[config.mk]
export PLATFORM = sky130hd
export DESIGN_NAME = usb_out_fifo
export DESIGN_NICKNAME = d
export VERILOG_FILES = /design/src/rtl/usbo_pkg.sv /design/src/rtl/usbo_fifo_store.sv /design/src/rtl/usbo_dma_burst.sv /design/src/rtl/usb_out_fifo.sv
export SDC_FILE = /design/constraint.sdc
export NUM_CORES = 1
export LEC_CHECK = 0
export BUFFER_PORTS_ARGS = -buffer_cell sky130_fd_sc_hd__buf_2
export CAP_MARGIN = 20
export CORE_MARGIN = 10
export CORE_UTILIZATION = 60
export CTS_CLUSTER_DIAMETER = 40
export CTS_CLUSTER_SIZE = 12
export DETAILED_ROUTE_END_ITERATION = 8
export PLACE_DENSITY = 0.84
export SLEW_MARGIN = 40
export SYNTH_ARGS = -nofsm -noshare
export SYNTH_HDL_FRONTEND = slang
export SYNTH_HIERARCHICAL = 1
export SYNTH_SLANG_ARGS = --single-unit
export TNS_END_PERCENT = 20
[constraint.sdc]
create_clock -name clk -period 8.81 [get_ports clk]
set_clock_uncertainty 0.1 [all_clocks]
set_input_delay 1.3215 -clock clk [delete_from_list [all_inputs] [get_ports clk]]
set_output_delay 1.3215 -clock clk [all_outputs]
set_load 0.05 [all_outputs]
[src/rtl/usbo_pkg.sv]
package usbo_pkg;

    typedef logic [7:0] rx_byte_t;

    // packet-level status carried by the top module
    typedef struct packed {
        logic     done;
        logic     err;
        rx_byte_t len;
    } ep_state_t;

endpackage

[src/rtl/usbo_fifo_store.sv]
module usbo_fifo_store #(
    parameter int W     = 8,
    parameter int DEPTH = 20,
    localparam int PTRW = (DEPTH > 1) ? $clog2(DEPTH) : 1,
    localparam int LVLW = $clog2(DEPTH + 1)
) (
    input  logic            clk,
    input  logic            rst_n,
    input  logic            push,
    input  logic [W-1:0]    push_data,
    input  logic            pop,
    output logic [W-1:0]    head,
    output logic [LVLW-1:0] level,
    output logic            full,
    output logic            empty
);

    typedef struct packed {
        logic [PTRW-1:0] wr;
        logic [PTRW-1:0] rd;
        logic [LVLW-1:0] lvl;
    } ptr_t;

    ptr_t s_d, s_q;
    logic [W-1:0] mem [DEPTH];

    function automatic logic [PTRW-1:0] wrap_inc(input logic [PTRW-1:0] p);
        return (p == PTRW'(DEPTH - 1)) ? '0 : p + 1'b1;
    endfunction

    always_comb begin
        s_d = s_q;
        if (push) s_d.wr = wrap_inc(s_q.wr);
        if (pop)  s_d.rd = wrap_inc(s_q.rd);
        case ({push, pop})
            2'b10:   s_d.lvl = s_q.lvl + 1'b1;
            2'b01:   s_d.lvl = s_q.lvl - 1'b1;
            default: s_d.lvl = s_q.lvl;
        endcase
    end

    always_ff @(posedge clk or negedge rst_n) begin
        if (!rst_n) s_q <= '0;
        else        s_q <= s_d;
    end

    always_ff @(posedge clk) begin
        if (push) mem[s_q.wr] <= push_data;
    end

    assign head  = mem[s_q.rd];
    assign level = s_q.lvl;
    assign full  = (s_q.lvl == LVLW'(DEPTH));
    assign empty = (s_q.lvl == '0);

endmodule

[src/rtl/usbo_dma_burst.sv]
module usbo_dma_burst #(
    parameter int LVLW  = 5,
    parameter int HWM   = 12,
    parameter int BURST = 8,
    parameter int LIMIT = 56,
    localparam int BW   = $clog2(BURST + 1),
    localparam int SW   = $clog2(LIMIT + BURST + 1)
) (
    input  logic            clk,
    input  logic            rst_n,
    input  logic [LVLW-1:0] level,
    input  logic            allow,
    input  logic            ack,
    input  logic            rearm,
    output logic            req,
    output logic            pop,
    output logic [SW-1:0]   sent
);

    typedef struct packed {
        logic [BW-1:0] beat;
        logic [SW-1:0] sent;
    } burst_t;

    burst_t b_d, b_q;
    logic   req_w;

    always_comb begin
        req_w = (b_q.beat == '0) && allow &&
                (level >= LVLW'(HWM)) &&
                ((b_q.sent + SW'(BURST)) <= SW'(LIMIT));
        b_d = b_q;
        if (b_q.beat != '0) b_d.beat = b_q.beat - 1'b1;
        if (req_w && ack) begin
            b_d.beat = BW'(BURST);
            b_d.sent = b_q.sent + SW'(BURST);
        end
        if (rearm) b_d.sent = '0;
    end

    always_ff @(posedge clk or negedge rst_n) begin
        if (!rst_n) b_q <= '0;
        else        b_q <= b_d;
    end

    assign req  = req_w;
    assign pop  = (b_q.beat != '0);
    assign sent = b_q.sent;

endmodule

[src/rtl/usb_out_fifo.sv]
module usb_out_fifo
    import usbo_pkg::*;
#(
    parameter int DEPTH     = 20,
    parameter int HWM       = 12,
    parameter int BURST     = 8,
    parameter int DMA_LIMIT = 56,
    parameter int MAXP_MIN  = 8,
    localparam int LVLW     = $clog2(DEPTH + 1),
    localparam int DSW      = $clog2(DMA_LIMIT + BURST + 1)
) (
    input  logic       clk,
    input  logic       rst_n,
    input  logic [6:0] cfg_maxp,
    input  logic       rx_valid,
    input  logic [7:0] rx_data,
    input  logic       rx_last,
    input  logic       rx_err,
    output logic       dma_req,
    input  logic       dma_ack,
    output logic       dma_valid,
    output logic [7:0] dma_data,
    input  logic       cpu_rd,
    output logic [7:0] cpu_data,
    output logic       rx_nempty,
    output logic       pkt_done,
    output logic       rx_error,
    input  logic       pkt_clr
);

    ep_state_t       st_d, st_q;
    rx_byte_t        eff_max;
    rx_byte_t        head;
    logic [LVLW-1:0] fill_lvl;
    logic [DSW-1:0]  dma_sent;
    logic            full, empty;
    logic            byte_in, push, cpu_pop, dma_pop;

    always_comb begin
        eff_max = (cfg_maxp < 7'(MAXP_MIN)) ? rx_byte_t'(MAXP_MIN)
                                            : rx_byte_t'(cfg_maxp);
        byte_in = rx_valid && !st_q.done;
        push    = byte_in && !full && (st_q.len < eff_max);
        cpu_pop = cpu_rd && !st_q.err && !empty && !dma_pop;

        st_d = st_q;
        if (push) st_d.len = st_q.len + 1'b1;
        if (rx_err || (byte_in && !push)) st_d.err = 1'b1;
        if (rx_last) st_d.done = 1'b1;
        if (pkt_clr) begin
            st_d.done = 1'b0;
            st_d.err  = 1'b0;
            st_d.len  = '0;
        end
    end

    always_ff @(posedge clk or negedge rst_n) begin
        if (!rst_n) st_q <= '0;
        else        st_q <= st_d;
    end

    usbo_fifo_store #(
        .W     (8),
        .DEPTH (DEPTH)
    ) u_store (
        .clk       (clk),
        .rst_n     (rst_n),
        .push      (push),
        .push_data (rx_data),
        .pop       (cpu_pop | dma_pop),
        .head      (head),
        .level     (fill_lvl),
        .full      (full),
        .empty     (empty)
    );

    usbo_dma_burst #(
        .LVLW  (LVLW),
        .HWM   (HWM),
        .BURST (BURST),
        .LIMIT (DMA_LIMIT)
    ) u_dma (
        .clk   (clk),
        .rst_n (rst_n),
        .level (fill_lvl),
        .allow (!st_q.err),
        .ack   (dma_ack),
        .rearm (pkt_clr),
        .req   (dma_req),
        .pop   (dma_pop),
        .sent  (dma_sent)
    );

    assign dma_valid = dma_pop;
    assign dma_data  = head;
    assign cpu_data  = head;
    assign rx_nempty = !empty;
    assign pkt_done  = st_q.done;
    assign rx_error  = st_q.err;

endmodule

==> Word-level counts from Yosys, hierarchy flattened <==
Memory sizes are Yosys's and may differ from the RTL's.
Cells that the tools add are included.
{ "totals": {"reg_bits": 36, "mem_bits_rw": 160, "inputBits": 23, "out_inout_bits": 21, "word_cells": 66, "n_memories": 1} }
{ "memory_table": {"columns": ["name", "depth", "word_bits", "read_ports", "rd_clocked_by_memory_dff", "write_ports", "line_no", "rtl"], "rows": [
  ["u_store.mem", 20, 8, 1, 0, 1, "usbo_fifo_store.sv:25", "logic [W-1:0] mem [DEPTH];"]
]} }
{ "op_classes": {"n_addsub": 7, "order_cmp": 4, "eq_ne": 5, "mux": 13, "bitwise_logic": 1, "reduce_logical": 27} }
{ "op_table": {"columns": ["operator", "count"], "rows": [
  ["5-bit by 1-bit adder with 5-bit output, second input constant", 3],
  ["5-bit equality test, second input constant", 3],
  ["7-bit two-way mux", 2],
  ["2-bit nonzero test", 6],
  ["1-bit logical AND", 11],
  ["11-bit two-way mux", 1],
  ["10-bit two-way mux", 1],
  ["5-bit two-way mux", 2],
  ["5-bit case mux with 2 select lines", 1],
  ["8-bit by 1-bit adder with 8-bit output, second input constant", 1],
  ["8-bit by 7-bit less-than comparator with 1-bit output", 1],
  ["8-bit two-way mux", 1],
  ["7-bit by 4-bit adder with 7-bit output, second input constant", 1],
  ["7-bit by 6-bit less-or-equal comparator with 1-bit output, second input constant", 1],
  ["7-bit by 4-bit less-than comparator with 1-bit output, second input constant", 1],
  ["1-bit logical NOT", 6],
  ["5-bit by 4-bit >= comparator with 1-bit output, second input constant", 1],
  ["5-bit logical NOT", 1],
  ["5-bit by 1-bit subtractor with 5-bit output, second input constant", 1],
  ["4-bit logical NOT", 1],
  ["1-bit two-way mux", 4],
  ["4-bit two-way mux", 1],
  ["4-bit nonzero test", 1],
  ["4-bit by 1-bit subtractor with 4-bit output, second input constant", 1],
  ["4 further kinds", 4]
]} }

==> Logic depth before layout (Yosys ltp) <==
Gate-level depths: netlist (run 1).
{ "depth": {"ltp_word": 9, "ltp_mapped": 17} }

==> Cells and area by module <==
The synthesis (run 1) kept the hierarchy.
{ "modules_own_cells": {"columns": ["mod", "n_inst", "cells_per_inst", "area_each_um2", "seq_area_each_um2"], "rows": [
  ["usbo_fifo_store", 1, 415, 7185.6, 5180.0],
  ["usb_out_fifo", 1, 85, 769.5, 250.2],
  ["usbo_dma_burst", 1, 60, 539.3, 200.2]
]} }

==> Worst setup path before layout (run 1) <==
No wires, ideal clock.
{ "synth_path": {"path_kind": "input to register", "startpoint": "in cfg_maxp[6]", "endpoint": "reg u_store.s_q, in the netlist u_store/level[4]", "arrival_ns": 4.414, "required_time_ns": 8.587, "path_slack_ns": 4.172, "path_stages": 16, "path_cell_list": "or4_4 nor2b_1 ha_1 a21oi_1 nand4b_4 nand2_4 clkbuf_1 inv_1 ha_1 buf_2 xor2_1 ha_1 a21o_1 a22oi_1 o211a_1 nor3_1"} }
{ "synth_via": {"elab_chain_len": 6} }
{ "synth_rtl": {"columns": ["item", "line_no", "rtl"], "rows": [
  ["start: declaration", "usb_out_fifo.sv:14", "input logic [6:0] cfg_maxp,"],
  ["7-bit by 4-bit less-than comparator with 1-bit output", "usb_out_fifo.sv:40", "eff_max = (cfg_maxp < 7'(MAXP_MIN)) ? rx_byte_t'(MAXP_MIN)"],
  ["7-bit two-way mux (*)", "usb_out_fifo.sv:40", null],
  ["8-bit by 7-bit less-than comparator with 1-bit output (*)", "usb_out_fifo.sv:43", "push = byte_in && !full && (st_q.len < eff_max);"],
  ["1-bit logical AND (*)", "usb_out_fifo.sv:43", null],
  ["named net push", "usb_out_fifo.sv:37", "logic byte_in, push, cpu_pop, dma_pop;"],
  ["2-bit by 1-bit equality test with 1-bit output or 2-bit equality test (tied branches)", "usbo_fifo_store.sv:35", "case ({push, pop})"],
  ["5-bit case mux with 2 select lines or 2-bit nonzero test (tied branches)", null, null],
  ["end signal: assignment", "usbo_fifo_store.sv:43", "if (!rst_n) s_q <= '0;"],
  ["end signal: assignment", "usbo_fifo_store.sv:44", "else s_q <= s_d;"],
  ["end: declaration", "usbo_fifo_store.sv:24", "ptr_t s_d, s_q;"]
]} }
The timed path passes the listed nets; every way through them passes the cells marked *.
A chain may end at the register's enable or synchronous reset.

==> Worst setup path after layout (run 1) <==
{ "layout_path": {"startpoint": "reg u_store/s_q[5] (netlist bit)", "endpoint": "out cpu_data[3]"} }
{ "layout_via": {"elab_chain_len": 1} }
{ "layout_rtl": {"columns": ["item", "line_no", "rtl"], "rows": [
  ["memory 20 x 8 bit", null, null],
  ["end: declaration", "usb_out_fifo.sv:24", "output logic [7:0] cpu_data,"]
]} }
Every way passes these cells.

==> results of run 1 <==
power breakdown:
| group | switching [mW] | total, mW | internal [mW] |
|---|---|---|---|
| Sequential | 0.101 | 1.19 | 1.09 |
| Clock | 0.342 | 0.710 | 0.368 |
| Combinational | 0.797 | 1.20 | 0.400 |
| Total | 1.24 | 3.09 | 1.85 |
registers in the layout (all words and copies together) (netlist names):
name / flops
u_store/s_q: 10
u_store/mem: 160
u_dma/b_q: 4
u_store/level: 5
rx_error: 1
st_q: 8
pkt_done: 1
u_dma/sent: 4
worst min-delay path: cells and delay by family, from the launching register on:
family,cells,cell delay (ns)
flops,1,0.37
simple gates,2,0.12
cell usage in the layout (no fill, tap or decap), types with 9 or more instances in the layout:
cell type,count
nor2_1,30
inv_1,26
o22ai_1,16
buf_2,42
mux4_2,19
clkbuf_16,17
dfrtp_1,31
o21ai_0,11
ha_1,18
a21oi_1,18
nand2_1,23
edfxtp_1,160
nor4_1,10
xnor2_1,9
mux2i_1,34
routing by layer:
metal  vias to the layer above  share of wire (%)
li1                       2158                  -
met1                      2411                 38
met2                       220                 52
met3                        26                8.1
met4                         0                1.8
met5                         -                  0
final timing paths:
check                                     endpoint  slack [ns]      startpoint
worst max-delay path                   cpu_data[3]        4.19  u_store/s_q[5]
worst min-delay path                      pkt_done        0.43        pkt_done
worst max register to register  u_store/mem[15][0]        5.35         st_q[5]
worst min register to register            pkt_done        0.43        pkt_done
max in group asynchronous           u_store/s_q[5]        7.55           rst_n
min in group asynchronous                  st_q[2]        0.72           rst_n
final cells by class:
type | instances | share of cell area, %
Sequential cell | 193 | 60.9
Multi-Input combinational cell | 295 | 27.1
Clock buffer | 17 | 4.60
Timing Repair Buffer | 45 | 2.52
Tap cell | 180 | 2.44
Clock inverter | 15 | 1.38
Inverter | 26 | 1.06
through the flow:
| stage | hold slack, ns | setup slack [ns] | instances |
|---|---|---|---|
| after CTS | 0.436 | 4.24 | 771 |
| after detailed placement | 0.419 | 3.89 | 739 |
| after global placement | 0.387 | 4.05 | 739 |
| after global routing | 0.473 | 4.01 | 771 |
| final | 0.427 | 4.19 | 771 |
| after floorplan | 0.380 | 4.17 | 550 |
==> run summary, run 1 <==
Post-CTS Setup Bufs: 0
Row cnt: 43
Global-route met3 utilization: 4.73%
FF-to-FF path depth: 9
Hold buffer count at CTS: 0
Layout area overhead: 9.73%
Floorplan core area: 0.0138 mm²
Clock Latency Late Sink: 0.43 ns
Fin. Hold Viols: 0
Layout Utilization: 66.8%
Routability Congestion: 0.944
N_diodes: 0
Worst relative slew slack: 41.6%
Status: finished, final reports clean
Initial DRT Pass Iterations: 5
Tot Pwr: 3.09 mW
Clock transition at path regs: 0.07 ns
CTS tree: yes
Hold/Removal Path Class: register to register
GRT busiest layer: met2
First-pass GRT wire length: 26300 µm
Setup TNS: 0 ns
Nets: 619
Mapped cell area: 0.00842 mm²
YS warnings: 6
Largest net degree at the start of global routing: 46
Root Driver: clkbuf_16
Clock Path Buffers: 2
Unrepaired setup endpoints after global routing: no
DRC viols: 0
GR Layer Usage met2: 29.2%
Worst-path cell chain: buf_4, mux4_1, a22o_1, nor4_1, a21oi_1, buf_2
Area of the multi-input gates: 0.00250 mm²
CP Launch Type: register
Die area: 0.0192 mm²
GR Overflow Total: 0
Crit path buf inv count: 2
Endpoints failing setup: 0
Placement Cell Area: 0.00867 mm²
Worst setup path class: register to primary output
Routed WL: 16600 µm
Synth Instances: 550
Vias/cell: 6.25
Die span in y: 138 µm
Kind of cell adding the most delay to the critical path: buffers and inverters
Leak pwr: 3.37 nW
Slew Limit Fails: 0
Max stage delay on crit path: 0.67 ns
All-layer global routing usage: 17.5%
Max-cap violations: 0
Post-DP HPWL: 11000 µm
CP Depth: 6
CP max-delay cell: mux4_1
Vias in the first global route: 4866
TritonCTS buffer count: 17
Peak supply drop: 0.215 mV
WP data required: 7.39 ns
Antenna viol nets, final: 0
Power density over the cells: 335 mW/mm²
CP arrival: 3.20 ns
Max Clk Rate: 216 MHz
Layout cells sized above 1: 19.3%
Port bufs: 43
Io pins: 44
Final min period: 4.62 ns
Global Route met1 Usage: 21.4%
Syn avg cell area: 15.3 µm²
# clock sinks: 193
H-tree depth: 4
WL/cell: 21.5 µm
Mapped Nets: 591
Initial antenna violation count: 0
PostCTS Resize Cnt: 0
Die W: 138 µm
Period utilisation layout: 52.5%
Post-route cell area: 0.00924 mm²
Hold Path Stages: 2
Initial core utilization: 60.9%
Sequential cell area: 0.00563 mm²
Fillers: 877
Worst-margin pin slew: 0.872 ns
DR vias: 4815
Starting DRT DRC Count: 466
Max FO, Critical Path: 45
Worst Setup End Kind: primary output
(Power assumes the default switching activity.)
==> inputs of run 2 (changes only) <==
- clock period: 8.81 -> 4.5 ns (I/O delays scaled with it)
==> run 2 against run 1 <==
  * Non-clock buffer count grew 13
  * Sequential power grew 100%
  * Sequential cell count is the same
  * Highest routed layer unchanged
==> run summary, run 2 (synthesis results as in run 1) <==
Status: finished, final reports clean
Commonest non-fill, non-tap cell in the layout: edfxtp_1
Nets: 632 (+2.1%)
WL/cell: 21.7 µm (+0.81%)
H-tree depth: 4 (unchanged)
Post-CTS Setup Bufs: 0 (unchanged)
Antenna viol nets, final: 0 (unchanged)
Max-cap violations: 0 (unchanged)
CTS tree: yes
All-layer global routing usage: 17.8% (+0.25 points)
Die W: 138 µm (unchanged)
Vias in the first global route: 4924 (+1.2%)
Flop pwr share: 38.7% (+0.4 points)
Routability Congestion: 0.923 (-2.2%)
Floorplan core area: 0.0138 mm² (unchanged)
FF-to-FF path depth: 13 (+4)
Worst Setup End Kind: primary output
Initial core utilization: 60.9% (unchanged)
TritonCTS buffer count: 17 (unchanged)
PostCTS Resize Cnt: 0 (unchanged)
Internal power: 3.79 mW (+100%)
Regs by FF count: u_store/mem x160, u_store/s_q x10, st_q x8
N_diodes: 0 (unchanged)
Fin. Hold Viols: 0 (unchanged)
Largest net degree at the start of global routing: 34 (-26%)
Io pins: 44 (unchanged)
Die area: 0.0192 mm² (unchanged)
Layout cells sized above 1: 19.5% (+0.25 points)
Die span in y: 138 µm (unchanged)
Most flops, register: u_store/mem
Initial DRT Pass Iterations: 5 (unchanged)
Endpoints failing setup: 0 (unchanged)
Hold/Removal Path Class: input port to async pin
Vias/cell: 6.16 (-1.3%)
Clock power share: 24.3% (+1.3 points)
Unrepaired setup endpoints after global routing: no
Post-DP HPWL: 10900 µm (-0.77%)
Leak pwr: 3.45 nW (+2.4%)
Max Clk Rate: 259 MHz
Root Driver: clkbuf_16
Slew Limit Fails: 0 (unchanged)
Clock Path Buffers: 2 (unchanged)
GR Overflow Total: 0 (unchanged)
Post-route cell area: 0.00935 mm² (+1.2%)
Max reg flops: 160 (unchanged)
P_sw: 2.40 mW (+94%)
Peak supply drop: 0.449 mV (+110%)
Highest-count cells in the layout ignoring fill and taps: edfxtp_1, buf_2, mux2i_1, nor2_1, dfrtp_1
Switching fraction of total power: 38.7% (-1.3 points)
First-pass GRT wire length: 26600 µm (+1.0%)
Final min period: 3.86 ns
# clock sinks: 193 (unchanged)
Hold buffer count at CTS: 0 (unchanged)
Routed WL: 17000 µm (+2.5%)
Placement Cell Area: 0.00876 mm² (+1.0%)
CP Launch Type: register
Clock transition at path regs: 0.06 ns (about the same)
Worst-margin pin slew: 0.725 ns (-0.147 ns)
Initial antenna violation count: 0 (unchanged)
Starting DRT DRC Count: 441 (-5.4%)
DRC viols: 0 (unchanged)
Max FO, Critical Path: 18 (-60%)
Worst setup path class: register to primary output
WP data required: 3.72 ns (-3.67 ns)
Row cnt: 43 (unchanged)
Logic pwr share: 37.0% (-1.7 points)
Worst relative slew slack: 51.5% (+9.8 points)
Period utilisation layout: 85.8%
Layout area overhead: 11.1%
Power density over the cells: 662 mW/mm² (+98%)
Setup TNS: 0 ns (unchanged)
DR vias: 4831 (+0.33%)
Port bufs: 43 (unchanged)
Clock Latency Late Sink: 0.43 ns (about the same)
CP arrival: 3.09 ns (-0.11 ns)
## run 2: cell types whose count changed in the layout (fill, tap and decap cells not counted), moves of 2 or more
| cell | previous run | this run |
|---|---|---|
| bufinv_16 | 0 | 3 |
| nor3_1 | 6 | 10 |
| nor2_1 | 30 | 32 |
| buf_4 | 3 | 16 |
| clkinv_8 | 2 | 0 |
| nor2_2 | 2 | 0 |
| clkbuf_1 | 0 | 2 |
| nor3_2 | 4 | 0 |
| inv_6 | 5 | 2 |
## run 2: final cells by class
class / instances / area [µm²]
Multi-Input combinational cell: 295 / 2480
Timing Repair Buffer: 58 / 330
Sequential cell: 193 / 5630
Tap cell: 180 / 225
Clock inverter: 13 / 159
Inverter: 26 / 97.6
Clock buffer: 19 / 433
Fill cell: 873 / 4470
## run 2: metal layers
metal | wire [µm] | track usage (%) | up-vias
li1 | - | - | 2181
met1 | 6630 | 20.7 | 2431
met2 | 8750 | 30.3 | 180
met3 | 1070 | 4.18 | 39
met4 | 532 | 8.49 | 0
met5 | 0 | 0 | -
## run 2: metrics by stage
step / std cells / worst slack, ns / utilization (%) / total power, mW / hold slack, ns
3_3_place_gp: 752 / 0.534 / 63.4 / 4.61 / 0.388
5_1_grt: 784 / 0.484 / 67.7 / 6.46 / 0.114
2_1_floorplan: 550 / 0.509 / - / 4.28 / 0.279
6_report: 784 / 0.638 / 67.7 / 6.19 / 0.0879
4_1_cts: 784 / 0.598 / 67.6 / 6.21 / 0.235
3_5_place_dp: 752 / 0.430 / 63.4 / 4.70 / 0.416
## run 2: worst paths after layout
| path | slack (ns) | start | endpoint |
|---|---|---|---|
| max in group asynchronous | 3.88 | rst_n | u_store/s_q[5] |
| min | 0.09 | rst_n | st_q[3] |
| min in group clk | 0.36 | rx_last | pkt_done |
| max reg2reg | 1.11 | st_q[5] | u_store/level[4] |
| min reg2reg | 0.43 | pkt_done | pkt_done |
| max | 0.64 | u_store/s_q[5] | cpu_data[3] |
## run 2: power groups by stage
stage               Clock, mW  Combinational, mW  Sequential, mW
CTS                      1.53               2.29            2.40
global route             1.60               2.43            2.43
detailed placement          0               2.26            2.43
global placement            0               2.19            2.41
floorplan                   0               2.04            2.24
finish                   1.50               2.29            2.40
## run 2: worst max-delay path: stages, from the launching register on
cell and delay (ns):
dfrtp_2 0.73, buf_4 0.42, or3b_2 0.60, o22ai_1 0.26
nor4_1 0.10, a21oi_1 0.21, buf_2 0.30
